$ cat src/rtl/hab_pkg.sv
// Package: shared kind encoding and helpers for the host access bridge.
// Assumes kind codes double as bit positions in the ready and interrupt registers.
package hab_pkg;
    localparam int KIND_N = 6;
    localparam int KIND_W = 3;

    typedef enum logic [KIND_W-1:0] {
        K_CFG_RD  = 3'd0,
        K_CFG_WR  = 3'd1,
        K_FILT_RD = 3'd2,
        K_FILT_WR = 3'd3,
        K_MD_RD   = 3'd4,
        K_MD_WR   = 3'd5
    } kind_e;

    // True for a code that names a real access kind.
    function automatic logic kind_ok(input logic [KIND_W-1:0] k);
        return k < KIND_W'(KIND_N);
    endfunction

    // True for the two serial-management kinds (variable latency).
    function automatic logic kind_is_mdio(input logic [KIND_W-1:0] k);
        return (k == K_MD_RD) || (k == K_MD_WR);
    endfunction

    // True for kinds that return data.
    function automatic logic kind_is_read(input logic [KIND_W-1:0] k);
        return (k == K_CFG_RD) || (k == K_FILT_RD) || (k == K_MD_RD);
    endfunction
endpackage

$ cat src/rtl/hab_cmd_ctrl.sv
// Command controller: accepts one command at a time, issues a one-cycle
// request, tracks the outstanding access and reports its completion.
// Assumes: config/filter kinds finish one edge after the request; MDIO kinds
// finish on host_done; commands arriving while busy are dropped.
module hab_cmd_ctrl
    import hab_pkg::*;
#(
    parameter int HADDR_W = 10,
    parameter int DATA_W  = 32
) (
    input  logic               clk,
    input  logic               rst_n,
    input  logic               cmd_we_i,
    input  logic [KIND_W-1:0]  cmd_kind_i,
    input  logic               cmd_mac_i,
    input  logic [HADDR_W-1:0] cmd_addr_i,
    input  logic [DATA_W-1:0]  cmd_wdata_i,
    input  logic               host_done_i,
    output logic               host_req_o,
    output logic [KIND_W-1:0]  host_kind_o,
    output logic               host_mac_o,
    output logic [HADDR_W-1:0] host_addr_o,
    output logic [DATA_W-1:0]  host_wdata_o,
    output logic               finish_o,
    output logic [KIND_N-1:0]  ready_o,
    output logic               idle_o
);
    logic busy_q;
    logic accept;

    assign accept   = cmd_we_i && !busy_q && kind_ok(cmd_kind_i);
    assign finish_o = busy_q && (kind_is_mdio(host_kind_o) ? host_done_i : 1'b1);
    assign idle_o   = !busy_q;

    // Busy flag and request pulse.
    always_ff @(posedge clk) begin
        if (!rst_n) begin
            busy_q     <= 1'b0;
            host_req_o <= 1'b0;
        end else begin
            host_req_o <= accept;
            if (accept)
                busy_q <= 1'b1;
            else if (finish_o)
                busy_q <= 1'b0;
        end
    end

    // Latch the command fields on acceptance.
    always_ff @(posedge clk) begin
        if (!rst_n) begin
            host_kind_o  <= '0;
            host_mac_o   <= 1'b0;
            host_addr_o  <= '0;
            host_wdata_o <= '0;
        end else if (accept) begin
            host_kind_o  <= cmd_kind_i;
            host_mac_o   <= cmd_mac_i;
            host_addr_o  <= cmd_addr_i;
            host_wdata_o <= cmd_wdata_i;
        end
    end

    // Per-kind ready bits: low only for the kind in flight.
    for (genvar i = 0; i < KIND_N; i++) begin : g_rdy
        assign ready_o[i] = !(busy_q && (host_kind_o == KIND_W'(i)));
    end


    req_single_chk: assert property (@(posedge clk) disable iff (!rst_n)
        host_req_o |=> !host_req_o);

    busy_drop_chk: assert property (@(posedge clk) disable iff (!rst_n)
        (!idle_o && cmd_we_i) |=> (!host_req_o && $stable(host_kind_o) && $stable(host_addr_o)));

    ready_busy_chk: assert property (@(posedge clk) disable iff (!rst_n)
        host_req_o |-> (!idle_o && ($countones(ready_o) == KIND_N - 1)));

    quick_done_chk: assert property (@(posedge clk) disable iff (!rst_n)
        (host_req_o && !kind_is_mdio(host_kind_o)) |=> (idle_o && (&ready_o)));

    mdio_wait_chk: assert property (@(posedge clk) disable iff (!rst_n)
        (!idle_o && kind_is_mdio(host_kind_o) && !host_done_i) |=> !idle_o);
endmodule

$ cat src/rtl/hab_irq.sv
// Interrupt block: enable register, write-one-to-clear status register and
// the level interrupt output. Assumes a completion and a clear may meet on
// the same edge; the completion wins.
module hab_irq
    import hab_pkg::*;
(
    input  logic              clk,
    input  logic              rst_n,
    input  logic              en_we_i,
    input  logic              clr_we_i,
    input  logic [KIND_N-1:0] wdata_i,
    input  logic              finish_i,
    input  logic [KIND_W-1:0] fin_kind_i,
    output logic [KIND_N-1:0] en_o,
    output logic [KIND_N-1:0] stat_o,
    output logic              irq_o
);
    logic [KIND_N-1:0] set_vec;
    logic [KIND_N-1:0] clr_vec;

    assign clr_vec = clr_we_i ? wdata_i : '0;
    assign irq_o   = |(stat_o & en_o);

    // Set request per kind, gated by its enable bit.
    for (genvar i = 0; i < KIND_N; i++) begin : g_set
        assign set_vec[i] = finish_i && (fin_kind_i == KIND_W'(i)) && en_o[i];


        masked_hold_chk: assert property (@(posedge clk) disable iff (!rst_n)
            (!en_o[i] && !clr_vec[i]) |=> $stable(stat_o[i]));

        set_wins_chk: assert property (@(posedge clk) disable iff (!rst_n)
            set_vec[i] |=> stat_o[i]);
    end

    // Enable register.
    always_ff @(posedge clk) begin
        if (!rst_n)
            en_o <= '0;
        else if (en_we_i)
            en_o <= wdata_i;
    end

    // Status register: clear first, then set, so a set wins.
    always_ff @(posedge clk) begin
        if (!rst_n)
            stat_o <= '0;
        else
            stat_o <= (stat_o & ~clr_vec) | set_vec;
    end


    irq_level_chk: assert property (@(posedge clk) disable iff (!rst_n)
        (irq_o && !clr_we_i && !en_we_i) |=> irq_o);
endmodule

$ cat src/rtl/host_access_bridge.sv
// Top: register decode, data registers and read mux around the command
// controller and interrupt block. Assumes a single processor master and
// combinational reads; the MDIO data register has no reset value.
module host_access_bridge
    import hab_pkg::*;
#(
    parameter int ADDR_W  = 10,
    parameter int DATA_W  = 32,
    parameter int HADDR_W = 10,
    parameter int MDIO_W  = 16,
    parameter logic [ADDR_W-1:0] A_CMD   = 10'h3A0,
    parameter logic [ADDR_W-1:0] A_GDATA = 10'h3A4,
    parameter logic [ADDR_W-1:0] A_RDBUF = 10'h3A8,
    parameter logic [ADDR_W-1:0] A_READY = 10'h3AC,
    parameter logic [ADDR_W-1:0] A_MDIO  = 10'h3B0,
    parameter logic [ADDR_W-1:0] A_STAT  = 10'h3B4,
    parameter logic [ADDR_W-1:0] A_EN    = 10'h3B8
) (
    input  logic               clk,
    input  logic               rst_n,
    input  logic               reg_wr,
    input  logic [ADDR_W-1:0]  reg_addr,
    input  logic [DATA_W-1:0]  reg_wdata,
    output logic [DATA_W-1:0]  reg_rdata,
    output logic               host_req,
    output logic               host_mac,
    output logic [KIND_W-1:0]  host_kind,
    output logic [HADDR_W-1:0] host_addr,
    output logic [DATA_W-1:0]  host_wdata,
    input  logic [DATA_W-1:0]  host_rdata,
    input  logic               host_done,
    output logic               irq
);
    localparam int KIND_LSB  = 0;
    localparam int MAC_BIT   = 4;
    localparam int HADDR_LSB = 16;
    localparam int IDLE_BIT  = 15;

    logic [MDIO_W-1:0]  mdio_q;
    logic [DATA_W-1:0]  gdata_q;
    logic [DATA_W-1:0]  rdbuf_q;
    logic [KIND_W-1:0]  cmd_kind;
    logic [DATA_W-1:0]  cmd_wdata;
    logic               finish;
    logic               idle;
    logic [KIND_N-1:0]  ready;
    logic [KIND_N-1:0]  irq_en;
    logic [KIND_N-1:0]  irq_stat;

    assign cmd_kind  = reg_wdata[KIND_LSB +: KIND_W];
    assign cmd_wdata = (cmd_kind == K_MD_WR) ? DATA_W'(mdio_q) : gdata_q;

    // MDIO write data: no reset, defined only once software writes it.
    always_ff @(posedge clk) begin
        if (reg_wr && (reg_addr == A_MDIO))
            mdio_q <= reg_wdata[MDIO_W-1:0];
    end

    // General write data register.
    always_ff @(posedge clk) begin
        if (!rst_n)
            gdata_q <= '0;
        else if (reg_wr && (reg_addr == A_GDATA))
            gdata_q <= reg_wdata;
    end

    // Capture returned data when a read kind completes.
    always_ff @(posedge clk) begin
        if (!rst_n)
            rdbuf_q <= '0;
        else if (finish && kind_is_read(host_kind))
            rdbuf_q <= host_rdata;
    end

    hab_cmd_ctrl #(.HADDR_W(HADDR_W), .DATA_W(DATA_W)) u_ctrl (
        .clk          (clk),
        .rst_n        (rst_n),
        .cmd_we_i     (reg_wr && (reg_addr == A_CMD)),
        .cmd_kind_i   (cmd_kind),
        .cmd_mac_i    (reg_wdata[MAC_BIT]),
        .cmd_addr_i   (reg_wdata[HADDR_LSB +: HADDR_W]),
        .cmd_wdata_i  (cmd_wdata),
        .host_done_i  (host_done),
        .host_req_o   (host_req),
        .host_kind_o  (host_kind),
        .host_mac_o   (host_mac),
        .host_addr_o  (host_addr),
        .host_wdata_o (host_wdata),
        .finish_o     (finish),
        .ready_o      (ready),
        .idle_o       (idle)
    );

    hab_irq u_irq (
        .clk        (clk),
        .rst_n      (rst_n),
        .en_we_i    (reg_wr && (reg_addr == A_EN)),
        .clr_we_i   (reg_wr && (reg_addr == A_STAT)),
        .wdata_i    (reg_wdata[KIND_N-1:0]),
        .finish_i   (finish),
        .fin_kind_i (host_kind),
        .en_o       (irq_en),
        .stat_o     (irq_stat),
        .irq_o      (irq)
    );

    // Register read mux.
    always_comb begin
        reg_rdata = '0;
        case (reg_addr)
            A_MDIO:  reg_rdata[MDIO_W-1:0] = mdio_q;
            A_GDATA: reg_rdata = gdata_q;
            A_RDBUF: reg_rdata = rdbuf_q;
            A_READY: begin
                reg_rdata[KIND_N-1:0] = ready;
                reg_rdata[IDLE_BIT]   = idle;
            end
            A_STAT:  reg_rdata[KIND_N-1:0] = irq_stat;
            A_EN:    reg_rdata[KIND_N-1:0] = irq_en;
            default: reg_rdata = '0;
        endcase
    end


    rdbuf_capture_chk: assert property (@(posedge clk) disable iff (!rst_n)
        (finish && kind_is_read(host_kind)) |=> (rdbuf_q == $past(host_rdata)));

    mdio_wdata_chk: assert property (@(posedge clk) disable iff (!rst_n)
        (host_req && (host_kind == K_MD_WR)) |-> (host_wdata[DATA_W-1:MDIO_W] == '0));
endmodule

$ cat config.mk
export PLATFORM = sky130hd
export DESIGN_NAME = host_access_bridge
export DESIGN_NICKNAME = d
export VERILOG_FILES = /design/src/rtl/hab_pkg.sv /design/src/rtl/hab_cmd_ctrl.sv /design/src/rtl/hab_irq.sv /design/src/rtl/host_access_bridge.sv
export SDC_FILE = /design/constraint.sdc
export NUM_CORES = 1
export LEC_CHECK = 0
export BUFFER_PORTS_ARGS = -buffer_cell sky130_fd_sc_hd__buf_2
export CORE_UTILIZATION = 30
export DETAILED_ROUTE_END_ITERATION = 16
export PLACE_DENSITY_LB_ADDON = 0.1
export SLEW_MARGIN = 20
export SYNTH_ARGS = -nofsm -noshare
export SYNTH_HDL_FRONTEND = slang
export SYNTH_SLANG_ARGS = --single-unit
$ cat constraint.sdc
create_clock -name clk -period 5.24 [get_ports clk]
set_clock_uncertainty 0.15 [all_clocks]
set_input_delay 0.262 -clock clk [delete_from_list [all_inputs] [get_ports clk]]
set_output_delay 0.262 -clock clk [all_outputs]
set_load 0.05 [all_outputs]
Word level (Yosys, flattened, before mapping)
Cells that the tools add are included.
Widths: inputs -> output; s select.
- add/sub/neg operators: 0
- $mul: 0
- divide/modulo/power cells: 0
- order comparisons: 1
- equality and inequality tests: 13
- shift operators: 0
- mux-type cells: 9
- bitwise logic cells: 4
- reductions and logical operators: 40
- operator list (operator ; count):
    $eq 10x10->1 const B ; 7
    $pmux 6 s6 ; 1
    $mux 32 ; 1
    $pmux 16 s2 ; 1
    $logic_and 1x1->1 ; 27
    $pmux 9 s3 ; 1
    $and 6x6->6 ; 2
    $eq 3x3->1 const B ; 3
    $logic_not 1->1 ; 7
    $eq 3x2->1 const B ; 2
    $mux 6 ; 1
    $not 6->6 ; 1
    $or 6x6->6 ; 1
    $reduce_or 6->1 ; 1
    $pmux 1 s4 ; 1
    $eq 3x1->1 const B ; 1
    $logic_not 3->1 ; 1
    $logic_or 1x1->1 ; 3
    $lt 3x3->1 const B ; 1
    $mux 1 ; 3
    $reduce_bool 2->1 ; 1
- register bits: 140
- bits in latches: 0
- RAM bits: 0
- bits in read-only memories: 0
- output and inout port bits: 80
- logic and storage cells: 78
- memories kept: 0

Depth between registers and ports, before layout
- depth in word-level cells: 7
- gate-level depth with buffers: 7
- gate-level depth less buffers: 5

Cells and area by module
From an unflattened synthesis, not the netlist that was laid out.
- cell total of the unflattened synthesis: 720
- area total of the unflattened synthesis: 6560.0 um^2
- by module, submodules not included (module ; times used ; cells each ; area each (um^2) ; sequential area each (um^2)):
    host_access_bridge ; 1 ; 449 ; 4012.6 ; 1761.7
    hab_cmd_ctrl ; 1 ; 216 ; 2014.4 ; 960.9
    hab_irq ; 1 ; 55 ; 533.0 ; 240.2

Least setup slack after synthesis
No wires, ideal clock.
- kind: register -> output
- start: register u_ctrl.host_kind_o[0]
- end: output reg_rdata[0]
- arrival: 2520 ps
- data required time: 4828 ps
- setup slack: 2308 ps
- stages on the path, launching flop included: 5
- cell sequence: dfxtp_1 > clkbuf_1 > nor4_1 > a211o_1 > a211oi_1
- longest elaborated chain between the ends: 4
- ends and longest elaborated chain (item ; line ; RTL):
    start, declared ; hab_cmd_ctrl.sv:20 ; output logic [KIND_W-1:0] host_kind_o,
    start signal, assigned ; hab_cmd_ctrl.sv:57 ; host_kind_o <= cmd_kind_i;
    $logic_not 3->1 ; hab_cmd_ctrl.sv:66 ; assign ready_o[i] = !(busy_q && (host_kind_o == KIND_W'(i)));
    $logic_and 1x1->1 ; hab_cmd_ctrl.sv:66 ;
    $logic_not 1->1 ; hab_cmd_ctrl.sv:66 ;
    $pmux 6 s6 ; host_access_bridge.sv:110 ; case (reg_addr)
    end, declared ; host_access_bridge.sv:24 ; output logic [DATA_W-1:0] reg_rdata,
Every way passes these cells.

Worst setup path in the final report
- start: input reg_addr[0]
- end: output reg_rdata[22]
- longest elaborated chain between the ends: 2
- ends and longest elaborated chain (item ; line ; RTL):
    start, declared ; host_access_bridge.sv:22 ; input logic [ADDR_W-1:0] reg_addr,
    $eq 10x10->1 ; host_access_bridge.sv:110 ;
    $pmux 16 s2 * ; host_access_bridge.sv:110 ;
Every way passes the cells marked *; elsewhere a longest branch is shown, timed or not.

==> impl_results.md <==
* Post-Synth Adder-Cell Area at 0%
* DR vias at approximately 5.3k
* Clk_lat worst skew at ~410 ps
* Post-synth cell types at 48
* Cells after synthesis at 612
* Worst Hold Class: in2reg
* Routability congestion estimate at 0.794
* CP Capture Type: output port
* Post-CTS repair timing setup buffer count at 0
* Outcome: completed
* Int Power at 1.82 mW
* Fmax at 355 MHz
* Sequential share of the synthesized area at 51.6%
* Largest family of logic cells by synthesized area: compound AO/OA/AOI/OAI gates
* Max_cap viols at 0
* CTS max path bufs at 2
* Number of synthesized flops with an enable pin at 16
* Synthesis-to-layout area growth at 36.2%
* Crit path DAT at 2410 ps
* Via/cell ratio at 4.97
* Vias in the first global route at 5482
* Critical path launch point: reg_addr[0]
* H-tree depth at 4
* Primary FF master, synth: dfxtp_1
* # setup viols final at 0
* XOR/XNOR Fraction of Synth Area at 0%
* Hold buffer count at cts at 64
* Total clock sinks at 140
* Drt total wl at 18700 µm
* ANT nets after route at 0
* WL/cell at around 18 µm
* GRT Util Overall at 19.7%
* Post-synthesis compound-gate area fraction at a little under a quarter
* YS warnings at 0
* Worst-Margin Slew at 906 ps
* Nets@finish at 890
* Clock transition at path regs at 50 ps
* FF-to-FF End: u_ctrl.host_mac_o
* Async set-reset flop share out of synthesis at 0%
* Synth Area in Simple Gates at 15.4%
* Sw Ratio at 22.8%
* First-pass GRT wire length at 29800 µm
* DIE WIDTH at around 140 µm
* FF-to-FF path depth at 5
* Combinational share of power at roughly 5.7%
* # DRC at 0
* Slew Limit Headroom at approximately two fifths
* DRT iter0 DRCs at 236
* Worst Path Required at approximately 4800 ps
* Commonest non-fill, non-tap cells in the layout: 157 x buf_2, 150 x nand2_1, 124 x dfxtp_1, 74 x a21oi_1, 64 x dlygate4sd3_1
* Clock root buffer: clkbuf_16
* Leakage power at between 3 and 4 nW
* Multiplexer area fraction after synthesis at 4.99%
* RSZ-0062 raised after global routing: false
* Core area at 18700 µm²
* Reg power frac at between 40 and 50%
* Clock power frac at between 40% and 50%
* Most common cell after layout, fill and taps aside: buf_2
* Peak VDD IR at 0.000233 V
* Pwr Density at between 300 and 400 nW/µm²
* HPWL after DPL at 12400 µm
* Synthesized Nets at 690
* Layout cell share with drive strength beyond 1 at 25.6%
* CTS-repair resized insts at 0
* Initial Util at 30.7%
* Die H at 140 µm
* Buffers on Ports at between 150 and 200
* Largest net degree at the start of global routing at 77
* Minimum clock period at around 2800 ps
* 1st-pass router iterations at 5
* Seq cells post-synth at 140
* Pins Over Slew Limit at 0
* Crit start category: primary input
* CP endpoint: reg_rdata[22]
* GRT overflow at 0
* Final Hold Fails at 0
* Fin crit share at 53.8%
* Row count at 50
* CTS Buf Count at 17
* Setup TNS at 0 ps
* CTS tree: yes
* # fillers at 1848
* Switching Power at 536 µW
* Worst R2R Setup Slack at 2980 ps
* Die area at approximately 20000 µm²
* Crit path max fanout at 16
* Core Util, Final at approximately two fifths
* Initial antenna violation count at 0
* Kind of critical path: in2out
* Avg Cell Area, Syn at about 9.4 µm²
* Mapped cell area at between 5000 and 6000 µm²
* ANT cells at 0
* Worst r2r src: u_ctrl.busy_q
* I/O pin total at around 160
-- kinds of logic (layout without fill, tap and decap cells) --
logic type,after synthesis,in the layout
mux,28,28
buf+inv,56,269
compound gates,188,188
simple gates,200,200
flops,140,140
-- routing by layer --
layer / share of wire [%] / track usage [%]
met5: 0 / 0
met1: 46 / 24.5
met4: 1.4 / 6.19
met2: 47 / 32.6
met3: 6.0 / 5.98
-- cell type report --
cell class | instances | area (µm²) | share of cell area (%)
sequential | 140 | 2960 | 37.9
multi-input combinational | 416 | 2480 | 31.7
clock inverter | 12 | 111 | 1.42
clock buffer | 20 | 447 | 5.71
inverter | 5 | 18.8 | 0.240
tap | 234 | 293 | 3.74
timing repair buffer | 232 | 1510 | 19.3
-- registers in the layout, indices dropped and copies added, names as in the netlist --
name	count
u_ctrl.host_req_o	1
u_ctrl.host_kind_o	3
u_ctrl.host_mac_o	1
gdata_q	32
mdio_q	16
u_irq.en_o	6
rdbuf_q	32
u_ctrl.host_wdata_o	32
u_ctrl.host_addr_o	10
u_irq.stat_o	6
u_ctrl.busy_q	1
-- cell usage after synthesis (8+ instances only) --
master,number,area [µm²]
a21oi_1,74,370
a22o_1,46,403
a22oi_1,12,90.1
buf_2,13,65.1
buf_4,8,60.1
clkbuf_1,23,86.3
dfxtp_1,124,2480
edfxtp_1,16,480
mux2i_1,23,230
nand2_1,150,563
nor2_1,14,52.6
o21ai_0,15,75.1
o2bb2ai_1,16,140
-- through the flow --
| stage | cells | setup WS [ps] | hold slack, ps | power [mW] | area [µm²] |
|---|---|---|---|---|---|
| CTS | 1059 | 2420 | 1.75 | 2.39 | 7820 |
| detailed placement | 963 | 2350 | 294 | 1.21 | 6620 |
| global placement | 963 | 2320 | 295 | 1.21 | 6620 |
| floorplan | 612 | 2310 | 211 | 1.16 | 5740 |
| global route | 1059 | 2260 | 15.5 | 2.45 | 7820 |
| finish | 1059 | 2420 | 21.0 | 2.36 | 7820 |
-- worst min-delay path by stage --
stage	startpoint	endpoint	slack [ps]	cells after the start
global placement	rdbuf_q[16]	rdbuf_q[16]	290	2
global route	rst_n	u_irq.stat_o[3]	20	3
CTS	rst_n	u_irq.stat_o[3]	2	3
finish	rst_n	u_irq.stat_o[3]	20	3
floorplan	reg_wdata[0]	mdio_q[0]	210	0
detailed placement	u_ctrl.host_wdata_o[0]	u_ctrl.host_wdata_o[0]	290	1
-- power by group through the flow --
| stage | combinational (mW) | sequential (mW) | clock, mW |
|---|---|---|---|
| after floorplan | 0.0490 | 1.11 | 0 |
| after global placement | 0.0980 | 1.11 | 0 |
| after detailed placement | 0.0986 | 1.11 | 0 |
| after CTS | 0.136 | 1.08 | 1.17 |
| after global routing | 0.147 | 1.08 | 1.22 |
| final | 0.136 | 1.08 | 1.14 |
-- critical path: stages --
cell and delay [ps]:
buf_2 90, and4bb_1 570, nand3_1 490, nor2b_1 260, buf_4 270, a22o_1 180, buf_2 260
Note: power is estimated with default switching activity, not from simulation.
